### config.mk
export PLATFORM = sky130hd
export DESIGN_NAME = hpi_status_ctrl
export DESIGN_NICKNAME = d
export VERILOG_FILES = /design/src/rtl/hpi_pkg.sv /design/src/rtl/hpi_status_bit.sv /design/src/rtl/hpi_hold_fsm.sv /design/src/rtl/hpi_irq_reduce.sv /design/src/rtl/hpi_status_ctrl.sv
export SDC_FILE = /design/constraint.sdc
export NUM_CORES = 1
export LEC_CHECK = 0
export ABC_AREA = 1
export BUFFER_PORTS_ARGS = -buffer_cell sky130_fd_sc_hd__buf_2
export CAP_MARGIN = 25
export CORE_MARGIN = 2
export CORE_UTILIZATION = 44
export DETAILED_ROUTE_END_ITERATION = 7
export GPL_TIMING_DRIVEN = 1
export PLACE_DENSITY = 0.8
export SYNTH_ARGS = -nofsm -noshare
export SYNTH_HDL_FRONTEND = slang
export SYNTH_HIERARCHICAL = 1
export SYNTH_SLANG_ARGS = --single-unit
### constraint.sdc
create_clock -name clk -period 1.1 [get_ports clk]
set_input_delay 0.055 -clock clk [delete_from_list [all_inputs] [get_ports clk]]
set_output_delay 0.055 -clock clk [all_outputs]
set_load 0.01 [all_outputs]
### src/rtl/hpi_pkg.sv
package hpi_pkg;

    // Hold machine states
    typedef enum logic [0:0] {
        HS_RUN  = 1'b0,
        HS_HOLD = 1'b1
    } hold_state_e;

endpackage

### src/rtl/hpi_status_bit.sv
// One sticky status bit: set by an enabled event, cleared by a host write of one.
// A set request wins over a clear request in the same cycle.
module hpi_status_bit (
    input  logic clk,
    input  logic rst_n,
    input  logic set_i,
    input  logic clr_i,
    output logic q_o,
    output logic d_o
);

    logic bit_q;

    always_comb begin
        d_o = set_i | (bit_q & ~clr_i);
    end

    always_ff @(posedge clk) begin
        if (!rst_n) begin
            bit_q <= 1'b0;
        end else begin
            bit_q <= d_o;
        end
    end

    assign q_o = bit_q;

endmodule

### src/rtl/hpi_hold_fsm.sv
// Two-state hold machine. ENTER when the next status holds an error bit,
// RELEASE when it holds none.
module hpi_hold_fsm
    import hpi_pkg::*;
(
    input  logic clk,
    input  logic rst_n,
    input  logic err_pend_next_i,
    output logic hold_o
);

    hold_state_e state_q;
    hold_state_e state_d;

    // Next-state logic
    always_comb begin
        state_d = state_q;
        unique case (state_q)
            HS_RUN: begin
                if (err_pend_next_i) begin
                    state_d = HS_HOLD;   // ENTER
                end
            end
            HS_HOLD: begin
                if (!err_pend_next_i) begin
                    state_d = HS_RUN;    // RELEASE
                end
            end
            default: state_d = HS_RUN;
        endcase
    end

    // State register
    always_ff @(posedge clk) begin
        if (!rst_n) begin
            state_q <= HS_RUN;
        end else begin
            state_q <= state_d;
        end
    end

    // Outputs
    always_comb begin
        unique case (state_q)
            HS_RUN:  hold_o = 1'b0;
            HS_HOLD: hold_o = 1'b1;
            default: hold_o = 1'b0;
        endcase
    end

endmodule

### src/rtl/hpi_irq_reduce.sv
// Interrupt line: any status bit that is also enabled.
module hpi_irq_reduce #(
    parameter int unsigned WIDTH = 8
) (
    input  logic [WIDTH-1:0] status_i,
    input  logic [WIDTH-1:0] en_i,
    output logic             irq_o
);

    logic [WIDTH-1:0] live;

    always_comb begin
        live  = status_i & en_i;
        irq_o = |live;
    end

endmodule

### src/rtl/hpi_status_ctrl.sv
// High-priority interrupt status controller: top level.
module hpi_status_ctrl #(
    parameter int unsigned                 NUM_CAUSES = 8,
    parameter logic [NUM_CAUSES-1:0]       ERR_MASK   = 8'b0000_0011
) (
    input  logic                  clk,
    input  logic                  rst_n,
    input  logic [NUM_CAUSES-1:0] evt_i,
    input  logic [NUM_CAUSES-1:0] en_i,
    input  logic                  wr_en_i,
    input  logic [NUM_CAUSES-1:0] wr_data_i,
    output logic [NUM_CAUSES-1:0] status_o,
    output logic                  irq_o,
    output logic                  hold_o
);

    localparam int unsigned NC = NUM_CAUSES;

    logic [NC-1:0] set_req;
    logic [NC-1:0] clr_req;
    logic [NC-1:0] status_q;
    logic [NC-1:0] status_d;
    logic          err_pend_next;

    always_comb begin
        set_req = evt_i & en_i;
        clr_req = wr_data_i & {NC{wr_en_i}};
    end

    for (genvar gi = 0; gi < NC; gi++) begin : g_bit
        hpi_status_bit u_bit (
            .clk   (clk),
            .rst_n (rst_n),
            .set_i (set_req[gi]),
            .clr_i (clr_req[gi]),
            .q_o   (status_q[gi]),
            .d_o   (status_d[gi])
        );
    end

    always_comb begin
        err_pend_next = |(status_d & ERR_MASK);
    end

    hpi_hold_fsm u_hold (
        .clk             (clk),
        .rst_n           (rst_n),
        .err_pend_next_i (err_pend_next),
        .hold_o          (hold_o)
    );

    hpi_irq_reduce #(
        .WIDTH (NC)
    ) u_irq (
        .status_i (status_q),
        .en_i     (en_i),
        .irq_o    (irq_o)
    );

    assign status_o = status_q;

endmodule

==> qor.csv, run 1 <==
stage,metric,value,unit
setup_path,r2r_setup_slack,0.36,ns
floorplanning,start_util,46.5,%
logic_synthesis,ys_warn_count,6,
global_route,grt_overflow,0,
timing,setup_viol,0,
global_route,grt_max_degree,10,
routing,drt_iter0_markers,2,
clock_network,clock_path_buffers,2,
power,power_leakage,0.591,nW
floorplanning,die_w,40.9,um
routing,vias,647,
setup_path,cp_max_fo,3,
floorplanning,ioPinCount,37,
timing,finalHoldViolCount,0,
logic_synthesis,syn_nets,131,
cells_and_area,layout.nets,172,
setup_path,worst_ep_required_time,1.04,ns
routing,drtPass1Iterations,4,
clock_network,clk_pin_slew,0.06,ns
logic_synthesis,syn_inst,104,
routing,drt_drc_violations_left,0,
hold_path,hold_depth,3,
setup_path,reg2reg_to,u_hold/state_q$_SDFF_PN0_,
routing,vias_per_cell,4.07,
floorplanning,std_cell_rows,13,
timing,skew,0.00146,ns
timing,final_max_slew_viol_count,0,
clock_network,cts_tree,built,
cells_and_area,nFillCells,123,
cells_and_area,diodes,0,
clock_network,cts_root_buf,clkbuf_4,
setup_path,startpoint,g_bit[5].u_bit/q_o$_SDFF_PN0_,
setup_path,rr_worst_depth,6,
flow_run,drv_cap,0,
timing,rsz0062_at_grt,yes,
routing,final_antenna_net_count,0,
cells_and_area,design_area,831,um2
setup_path,r2r_start,g_bit[0].u_bit/q_o$_SDFF_PN0_,
global_route,grt_first_pass_wirelength,2080,um
place,dp.cells,154,
hold_path,hp-start,rst_n,
routing,wl_per_cell,7.55,um
logic_synthesis,netlist_area,598,um2
floorplanning,fp.dieH,40.9,um
timing,period_share,94.8,%
logic_synthesis,syn_area_per_cell,5.75,um2
timing,setup_ws,0.0577,ns
clock_network,cts_sinks,9,
cells_and_area,synthToLayoutAreaGrowth,38.9,%
power,power.total,0.000827,W
place,pre_cts_ws,0.331,ns
global_route,grt_use_total,19.3,%
setup_path,arrival,0.99,ns
place,place.gp.congestion,0.806,
place,dp_hpwl,1020,um
clock_network,h-tree-depth,1,
place,placed_area,792,um2
routing,wl,1200,um
setup_path,start_kind,flop,
timing,timing.fmax,0.959,GHz
place,numPortBuffers,36,
timing,hold_ws,0.0932,ns
clock_network,clock_latency,0.26,ns
global_route,grt_pass1_vias,555,
cells_and_area,fin_cells,159,
floorplanning,die_area,1670,um2
cells_and_area,drive_gt1_share,41.7,%
setup_path,worstSetupPathType,reg2out,
timing,relSlewSlack,89.0,%
floorplanning,core-area,1280,um2
hold_path,hp-class,in2reg,
global_route,antenna_found_initial,0,
power,ir_drop,707,uV
setup_path,cp-end-kind,primary output,
timing,tightestPinTransition,0.166,ns
clock_network,cts_buffers,3,
status,status,"finished, final reports clean",
hold_path,hold_path_end,g_bit[2].u_bit/q_o$_SDFF_PN0_,
power,power.density,995,nW/um2
timing,fin_crit,1.04,ns
worst max-delay path by stage:
stage / to / slack (ns) / cells after the start
after floorplan: u_hold/state_q$_SDFF_PN0_ / 0.38 / 6
after global placement: irq_o / 0.33 / 5
after detailed placement: irq_o / 0.33 / 5
after CTS: irq_o / 0.04 / 5
after global routing: irq_o / -0.01 / 5
final: irq_o / 0.06 / 5
layout by cell type (no fill, tap or decap), drive strengths merged:
master   n
inv     43
nand2   41
a21oi    8
buf     37
nor2     2
dfxtp    9
clkbuf   4
sequential cells by signal, summed over array words and instances (netlist names):
name             cells
u_hold/state_q       1
g_bit.u_bit/q_o      8
worst max-delay path: stages (launching register included):
cell and delay [ns]:
dfxtp_1 0.33, nand2_1 0.07, nand2_1 0.05, nor2_1 0.10
nand2_1 0.05, buf_2 0.14
stage by stage:
| stage | setup TNS (ns) | util (%) |
|---|---|---|
| CTS | 0 | 63.7 |
| global route | -0.0101 | 64.7 |
| floorplan | 0 | - |
| global placement | 0 | 61.6 |
| finish | 0 | 64.7 |
| detailed placement | 0 | 61.6 |
cell type report:
cell class | instances | area (um2) | area share [%]
repair buffers | 37 | 188 | 22.6
well taps | 15 | 18.8 | 2.26
flip-flops and latches | 9 | 185 | 22.3
clock buffers | 4 | 26.3 | 3.16
multi-input cells | 51 | 251 | 30.3
inverters | 43 | 161 | 19.4
what timing repair did:
item	4_1_cts	5_1_grt
gates resized for setup	0	4
hold buffers	0	0
setup buffers	0	1
setup endpoints to repair	0	1
metal layers:
layer  GRT usage [%]  up-vias  wire length, um
met2            32.0       20              582
met5               0        -                0
met4            12.5        0               32
li1                -      360                -
met1            21.6      263              506
met3            4.89        4               79
report_power, final:
group	internal (W)	switching [W]
Combinational	0.0000975	0.000106
Sequential	0.000350	0.0000162
Clock	0.000140	0.000117
(Power assumes the default switching activity.)
==> run 2: changes to the inputs <==
--- a/config.mk
+++ b/config.mk
@@ -8,12 +8,11 @@
 export ABC_AREA = 1
 export BUFFER_PORTS_ARGS = -buffer_cell sky130_fd_sc_hd__buf_2
 export CAP_MARGIN = 25
-export CORE_MARGIN = 2
-export CORE_UTILIZATION = 44
+export CORE_AREA = 2 2 39 41
 export DETAILED_ROUTE_END_ITERATION = 7
+export DIE_AREA = 0 0 41 43
 export GPL_TIMING_DRIVEN = 1
-export PLACE_DENSITY = 0.8
+export PLACE_DENSITY = 0.71
 export SYNTH_ARGS = -nofsm -noshare
 export SYNTH_HDL_FRONTEND = slang
-export SYNTH_HIERARCHICAL = 1
 export SYNTH_SLANG_ARGS = --single-unit
==> run 2 against run 1 <==
Net effect: cell count down 25%; clock power is 3% lower; maximum frequency up 0.34%; setup slack better by 0.0035 ns; global-route usage down 5.4 points; core utilization shrank 19 points; critical path type unchanged; worst hold slack worse by 0.063 ns; power is 7.0% lower; clock skew up 0.0023 ns.
==> qor.csv, run 2 <==
stage,metric,value,unit,change
logic_synthesis,ys.flop_type,dfxtp_1,,
routing,drt_iter0_markers,6,,+4
global_route,grt_max_degree,9,,-1
cells_and_area,drive_gt1_share,45.6,%,+4.0 points
logic_synthesis,yosys.area.top_type,dfxtp_1,,
logic_synthesis,synthArstFlopShare,0,%,
setup_path,crit_buf_inv,1,,unchanged
setup_path,worstSetupPathType,reg2out,,
clock_network,clock_latency,0.26,ns,about the same
power,ir_drop,560,uV,-21%
cells_and_area,synthToLayoutAreaGrowth,39.6,%,
flow_run,drv_cap,0,,unchanged
power,p_sw_share,26.1,%,-2.9 points
clock_network,cts_root_buf,clkbuf_4,,
floorplanning,die_w,41,um,+0.32%
routing,vias_per_cell,4.32,,+6.1%
timing,timing.fmax,0.963,GHz,+0.34%
power,intPower,0.000568,W,-3.2%
logic_synthesis,synth_cell_types,7,,
logic_synthesis,synthTopCellsByArea,"dfxtp_1, nand2_1, buf_4",,
logic_synthesis,synth_top_family_by_area,simple AND/OR/NAND/NOR gates,,
floorplanning,die_area,1760,um2,+5.5%
setup_path,cp-end-kind,primary output,,
routing,wl,1040,um,-13%
timing,fin_crit,1.04,ns,-0.00350 ns
logic_synthesis,synth_compound_area_share,6.65,%,
routing,drt_drc_violations_left,0,,unchanged
clock_network,clk_pin_slew,0.06,ns,about the same
logic_synthesis,syn_area_per_cell,6.36,um2,+11%
timing,hold_ws,0.0302,ns,-0.0630 ns
setup_path,critical-path-top-delay-family,flip-flops,,
logic_synthesis,synth.most_common_cell,nand2_1,,
timing,relSlewSlack,85.8,%,-3.1 points
logic_synthesis,synthAdderAreaFrac,0,%,
clock_network,cts_sinks,9,,unchanged
clock_network,clock_path_buffers,2,,unchanged
routing,wl_per_cell,8.76,um,+16%
setup_path,cp_max_fo,3,,unchanged
logic_synthesis,syn_inst,71,,-32%
power,clkPwrFrac,32.5,%,+1.4 points
global_route,grt_pass1_vias,449,,-19%
power,p_comb_share,20.1,%,-4.6 points
place,dp.cells,114,,-26%
setup_path,r2r_setup_slack,0.44,ns,+0.08 ns
setup_path,crit_path_frequent_cell,nand2_1,,
cells_and_area,layout.nets,131,,-24%
clock_network,cts_buffers,3,,unchanged
power,seq_power_share,47.4,%,+3.1 points
routing,final_antenna_net_count,0,,unchanged
timing,setup_viol,0,,unchanged
cells_and_area,fin_cells,119,,-25%
logic_synthesis,syn_nets,98,,-25%
place,place.gp.congestion,0.685,,-15%
cells_and_area,nFillCells,150,,+22%
logic_synthesis,synth_mux_area_share,0,%,
timing,rsz0062_at_grt,yes,,
setup_path,arrival,0.98,ns,about the same
logic_synthesis,yosys-top-cells-count,"nand2_1, dfxtp_1, buf_4",,
clock_network,cts_tree,built,,
logic_synthesis,synth-xor-area-share,0,%,
logic_synthesis,ys_warn_count,0,,-6
floorplanning,ioPinCount,37,,unchanged
cells_and_area,largest_reg_flops,8,,unchanged
setup_path,critPathMaxStageDelay,0.32,ns,about the same
logic_synthesis,synth-simple-area-share,36.6,%,
power,power.density,1220,nW/um2,+23%
logic_synthesis,synth-seq-area-share,39.9,%,
power,power_leakage,0.383,nW,-35%
logic_synthesis,netlist_area,452,um2,-24%
place,numPortBuffers,36,,unchanged
floorplanning,core-area,1380,um2,+7.7%
cells_and_area,diodes,0,,unchanged
place,dp_hpwl,835,um,-18%
setup_path,start_kind,flop,,
timing,final_max_slew_viol_count,0,,unchanged
global_route,grt_overflow,0,,unchanged
timing,skew,0.00373,ns,+0.00226 ns
logic_synthesis,synth_top_cell_area_share,39.9,%,
floorplanning,start_util,32.6,%,-14 points
routing,vias,514,,-21%
global_route,antenna_found_initial,0,,unchanged
cells_and_area,layout_common_cells,"nand2_1, buf_2, a21oi_1, dfxtp_2",,
setup_path,worst_ep_required_time,1.04,ns,about the same
logic_synthesis,synth-edff-count,0,,
status,status,"finished, final reports clean",,
logic_synthesis,ys_seq_elements,9,,
floorplanning,std_cell_rows,14,,+1
hold_path,hp-class,in2reg,,
setup_path,critPathSlowestCell,dfxtp_2,,
cells_and_area,mostFrequentLayoutCell,nand2_1,,
routing,drtPass1Iterations,4,,unchanged
global_route,grt_first_pass_wirelength,1630,um,-22%
timing,finalHoldViolCount,0,,unchanged
setup_path,cp_cell_sequence,nand2_1 > nand2_1 > nor2_1 > nand2_1 > buf_2,,
timing,tightestPinTransition,0.212,ns,+0.0465 ns
clock_network,h-tree-depth,1,,unchanged
floorplanning,fp.dieH,43,um,+5.2%
power,p_sw,0.000200,W,-16%
global_route,grt_use_total,13.9,%,-5.4 points
timing,period_share,94.4,%,-0.32 points
-- run 2: cell count changes in the layout (fill, tap and decap cells not counted) --
cell	previous run	this run
dfxtp_1	5	3
inv_1	43	3
a21oi_2	8	0
nand2_1	33	41
nand2_2	8	1
a21oi_1	0	6
dfxtp_2	4	6
-- run 2: timing repair --
action,CTS,global route
hold buffers,0,0
buffers inserted,0,1
setup endpoints to repair,0,1
gates resized for setup,0,7
-- run 2: final cells by class --
| type | instances | area, um2 | share of cell area [%] |
|---|---|---|---|
| inverter | 3 | 11.3 | 1.79 |
| tap | 16 | 20.0 | 3.17 |
| timing repair buffer | 37 | 188 | 29.8 |
| clock buffer | 4 | 26.3 | 4.17 |
| sequential | 9 | 188 | 29.8 |
| multi-input combinational | 50 | 198 | 31.3 |
-- run 2: worst min-delay path: cells and delay by family --
kind / cells / cell delay (ns)
AND/OR/NAND/NOR: 1 / 0.06
buffers and inverters: 2 / 0.14
-- run 2: per-stage QoR --
stage	TNS (ns)	utilization, %	area [um2]	setup slack (ns)	total power (W)
after floorplan	0	-	452	0.473	0.000460
after global placement	0	42.4	587	0.328	0.000518
after detailed placement	0	42.4	587	0.334	0.000520
after CTS	0	44.3	613	0.0500	0.000768
after global routing	-0.0173	45.6	631	-0.0173	0.000819
final	0	45.6	631	0.0612	0.000769
-- run 2: logic make-up (layout without fill, tap and decap cells) --
| family | count (synthesis) | after routing |
|---|---|---|
| AND/OR/NAND/NOR | 44 | 44 |
| buffers and inverters | 12 | 44 |
| flip-flops | 9 | 9 |
| AO/OA/AOI/OAI | 6 | 6 |
-- run 2: worst paths after layout --
path,from,to,depth (start not counted)
max,g_bit[4].u_bit.q_o$_SDFF_PN0_,irq_o,5
min,rst_n,g_bit[0].u_bit.q_o$_SDFF_PN0_,3
max reg2reg,g_bit[0].u_bit.q_o$_SDFF_PN0_,u_hold.state_q$_SDFF_PN0_,4
min reg2reg,g_bit[4].u_bit.q_o$_SDFF_PN0_,g_bit[4].u_bit.q_o$_SDFF_PN0_,2
-- run 2: power groups by stage --
stage	Clock (W)	Combinational, W	Sequential (W)
after floorplan	0	0.0000909	0.000369
after global placement	0	0.000151	0.000367
after detailed placement	0	0.000152	0.000368
after CTS	0.000255	0.000152	0.000361
after global routing	0.000274	0.000179	0.000366
final	0.000250	0.000155	0.000364
-- run 2: routing by layer --
metal / routed length [um] / part of all wire (%) / track usage, %
met1: 440 / 42 / 15.6
met2: 489 / 47 / 20.0
met3: 100 / 9.6 / 5.76
met4: 12 / 1.2 / 10.0
met5: 0 / 0 / 0
==> run 3: changes to the inputs <==
--- a/config.mk
+++ b/config.mk
@@ -5,14 +5,13 @@
 export SDC_FILE = /design/constraint.sdc
 export NUM_CORES = 1
 export LEC_CHECK = 0
-export ABC_AREA = 1
 export BUFFER_PORTS_ARGS = -buffer_cell sky130_fd_sc_hd__buf_2
 export CAP_MARGIN = 25
 export CORE_AREA = 2 2 39 41
 export DETAILED_ROUTE_END_ITERATION = 7
 export DIE_AREA = 0 0 41 43
 export GPL_TIMING_DRIVEN = 1
-export PLACE_DENSITY = 0.71
+export PLACE_DENSITY = 0.7
 export SYNTH_ARGS = -nofsm -noshare
 export SYNTH_HDL_FRONTEND = slang
 export SYNTH_SLANG_ARGS = --single-unit
==> run 3 against run 2 <==
Net effect: clock-buffer cell count did not move; combinational power up 7%; setup slack got worse by 0.011 ns; design area increased by 1.2%; worst hold slack improved by 0.044 ns; first-iteration DRC count increased by 50%; power is 2.3% higher; critical endpoint unchanged; largest power group unchanged.
==> qor.csv, run 3 <==
stage,metric,value,unit,change
routing,wl_per_cell,11.8,um,+35%
clock_network,h-tree-depth,1,,unchanged
cells_and_area,layout_common_cells,"buf_2, nor2b_1, a22oi_2, nand2_1, a22oi_1",,
logic_synthesis,ys.flop_type,dfxtp_1,,
setup_path,r2r_start,g_bit[0].u_bit.q_o$_SDFF_PN0_,,
floorplanning,ioPinCount,37,,unchanged
floorplanning,start_util,32.5,%,-0.090 points
logic_synthesis,synth-edff-count,0,,unchanged
floorplanning,fp.dieH,43,um,unchanged
logic_synthesis,syn_area_per_cell,9.38,um2,+48%
logic_synthesis,syn_nets,75,,-23%
clock_network,cts_root_buf,clkbuf_4,,
timing,hold_ws,0.0743,ns,+0.0442 ns
logic_synthesis,ys_warn_count,0,,unchanged
routing,final_antenna_net_count,0,,unchanged
timing,finalHoldViolCount,0,,unchanged
setup_path,reg2reg_to,u_hold.state_q$_SDFF_PN0_,,
setup_path,cp-end-kind,primary output,,
hold_path,hold_depth,3,,unchanged
global_route,grt_overflow,0,,unchanged
global_route,grt_first_pass_wirelength,1520,um,-6.8%
timing,final_max_slew_viol_count,0,,unchanged
routing,topRoutingLayerUsed,met3,,
global_route,grt_use_total,13.1,%,-0.83 points
routing,wl,1130,um,+8.8%
global_route,grt_pass1_vias,402,,-10%
logic_synthesis,synth_cell_types,10,,+3
timing,tightestPinTransition,0.178,ns,-0.0341 ns
timing,rsz0062_at_grt,yes,,
timing,timing.fmax,0.953,GHz,-1.0%
routing,wl_met1,444,um,+0.91%
floorplanning,std_cell_rows,14,,unchanged
status,status,"finished, final reports clean",,
clock_network,cts_tree,built,,
flow_run,drv_cap,0,,unchanged
routing,route.met3.wl,125,um,+25%
setup_path,start_kind,flop,,
cells_and_area,synthToLayoutAreaGrowth,41.7,%,
cells_and_area,mostFrequentLayoutCell,buf_2,,
power,ir_drop,484,uV,-14%
clock_network,clock_path_buffers,2,,unchanged
floorplanning,core-area,1380,um2,unchanged
logic_synthesis,syn_inst,48,,-32%
logic_synthesis,yosys.area.top_type,dfxtp_1,,
logic_synthesis,netlist_area,450,um2,-0.28%
logic_synthesis,synth_top_cell_area_share,40.0,%,+0.11 points
floorplanning,die_w,41,um,unchanged
routing,route.met2.wl,563,um,+15%
cells_and_area,largest_reg_flops,8,,unchanged
logic_synthesis,synthArstFlopShare,0,%,unchanged
clock_network,clk_pin_slew,0.06,ns,about the same
place,place.gp.congestion,0.614,,-10%
routing,vias_per_cell,4.60,,+6.6%
logic_synthesis,synth.most_common_cell,a22oi_1,,
hold_path,hold_path_end,g_bit[6].u_bit.q_o$_SDFF_PN0_,,
cells_and_area,finish.utilization,46.1,%,+0.54 points
logic_synthesis,synth-seq-area-share,40.0,%,+0.11 points
setup_path,rr_worst_depth,3,,-1
logic_synthesis,ys_seq_elements,9,,unchanged
timing,setup_viol,0,,unchanged
clock_network,cts_sinks,9,,unchanged
setup_path,r2r_setup_slack,0.28,ns,-0.16 ns
logic_synthesis,yosys-top-cells-count,"a22oi_1, dfxtp_1, buf_4, nor2b_1, nand2_1",,
logic_synthesis,synthTopCellsByArea,"dfxtp_1, a22oi_1, buf_4",,
global_route,antenna_found_initial,0,,unchanged
timing,relSlewSlack,88.1,%,+2.3 points
timing,period_share,95.4,%,+0.96 points
power,power_leakage,0.311,nW,-19%
global_route,grt_max_degree,10,,+1
routing,drt_drc_violations_left,0,,unchanged
hold_path,hp-start,evt_i[6],,
floorplanning,die_area,1760,um2,unchanged
cells_and_area,drive_gt1_share,65.0,%,+19 points
place,numPortBuffers,36,,unchanged
hold_path,hp-class,in2reg,,
routing,drt_iter0_markers,9,,+3
timing,skew,0.000164,ns,-0.00356 ns
setup_path,worstSetupPathType,reg2out,,
clock_network,cts_buffers,3,,unchanged
setup_path,worst_ep_required_time,1.04,ns,about the same
routing,vias,442,,-14%
power,power.density,1230,nW/um2,+1.1%
clock_network,clock_latency,0.25,ns,about the same
cells_and_area,layout.nets,108,,-18%
setup_path,arrival,0.99,ns,about the same
timing,fin_crit,1.05,ns,+0.0105 ns
setup_path,cp_max_fo,3,,unchanged
cells_and_area,diodes,0,,unchanged
routing,drtPass1Iterations,4,,unchanged
==> run 3: cell count changes after synthesis, sizes merged <==
| cell | previous run | this run |
|---|---|---|
| nand4 | 0 | 1 |
| nand2 | 42 | 8 |
| inv | 3 | 0 |
| nor2 | 2 | 0 |
| nor2b | 0 | 8 |
| a21boi | 0 | 1 |
| a22oi | 0 | 12 |
| a21oi | 6 | 0 |
==> run 3: final cells by class <==
cell class	instances	area, um2
multi-input combinational	30	219
sequential	9	185
clock buffer	4	26.3
tap	16	20.0
fill	141	746
timing repair buffer	37	188
==> run 3: where the power goes <==
part | switching, W | total (W) | internal, W | leakage, nW
clock network | 0.000115 | 0.000254 | 0.000140 | 0.0150
logic | 0.0000749 | 0.000166 | 0.0000911 | 0.220
registers | 0.0000166 | 0.000366 | 0.000350 | 0.0759
==> run 3: critical path, cell delays in order (launching register included) <==
cell	delay [ns]
dfxtp_2	0.33
a22oi_2	0.17
nand4_1	0.10
buf_2	0.15
==> run 3: per-stage QoR <==
step | worst slack (ns) | instances | setup TNS [ns] | area [um2] | power [W]
finish | 0.0507 | 96 | 0 | 638 | 0.000787
CTS | 0.00109 | 95 | 0 | 606 | 0.000780
detailed placement | 0.283 | 91 | 0 | 579 | 0.000527
global placement | 0.291 | 91 | 0 | 579 | 0.000523
floorplan | 0.407 | 48 | 0 | 450 | 0.000464
global route | -0.00546 | 96 | -0.00546 | 638 | 0.000832
==> run 3: per-layer routing <==
layer  global-route usage [%]  vias up
met5                        0        -
met1                     12.9      189
met4                     8.00        0
li1                         -      229
met2                     21.9       24
met3                     4.19        0
==> run 3: how the worst max path moves through the flow <==
stage	endpoint	depth (start not counted)	startpoint	slack, ns
final	irq_o	3	g_bit[0].u_bit.q_o$_SDFF_PN0_	0.05
after global routing	irq_o	3	g_bit[4].u_bit.q_o$_SDFF_PN0_	-0.005
after CTS	irq_o	3	g_bit[4].u_bit.q_o$_SDFF_PN0_	0.001
after detailed placement	irq_o	3	g_bit[0].u_bit.q_o$_SDFF_PN0_	0.28
after global placement	irq_o	3	g_bit[4].u_bit.q_o$_SDFF_PN0_	0.29
after floorplan	irq_o	2	g_bit[0].u_bit.q_o$_SDFF_PN0_	0.41
==> run 3: logic make-up (layout without fill, tap and decap cells) <==
group                  count (synthesis)  in the layout  synth area share (%)
buffers and inverters                  9             41                  15.8
DFF                                    9              9                  40.0
and+or+nand+nor                       17             17                  20.3
AOI/OAI and AO/OA                     13             13                  23.9
==> run 3: timing repair <==
action | in CTS | in global routing
resized for setup | 0 | 8
hold buffers | 0 | 0
setup buffers | 0 | 1
setup endpoints to repair | 1 | 1
pin swaps | 1 | 3
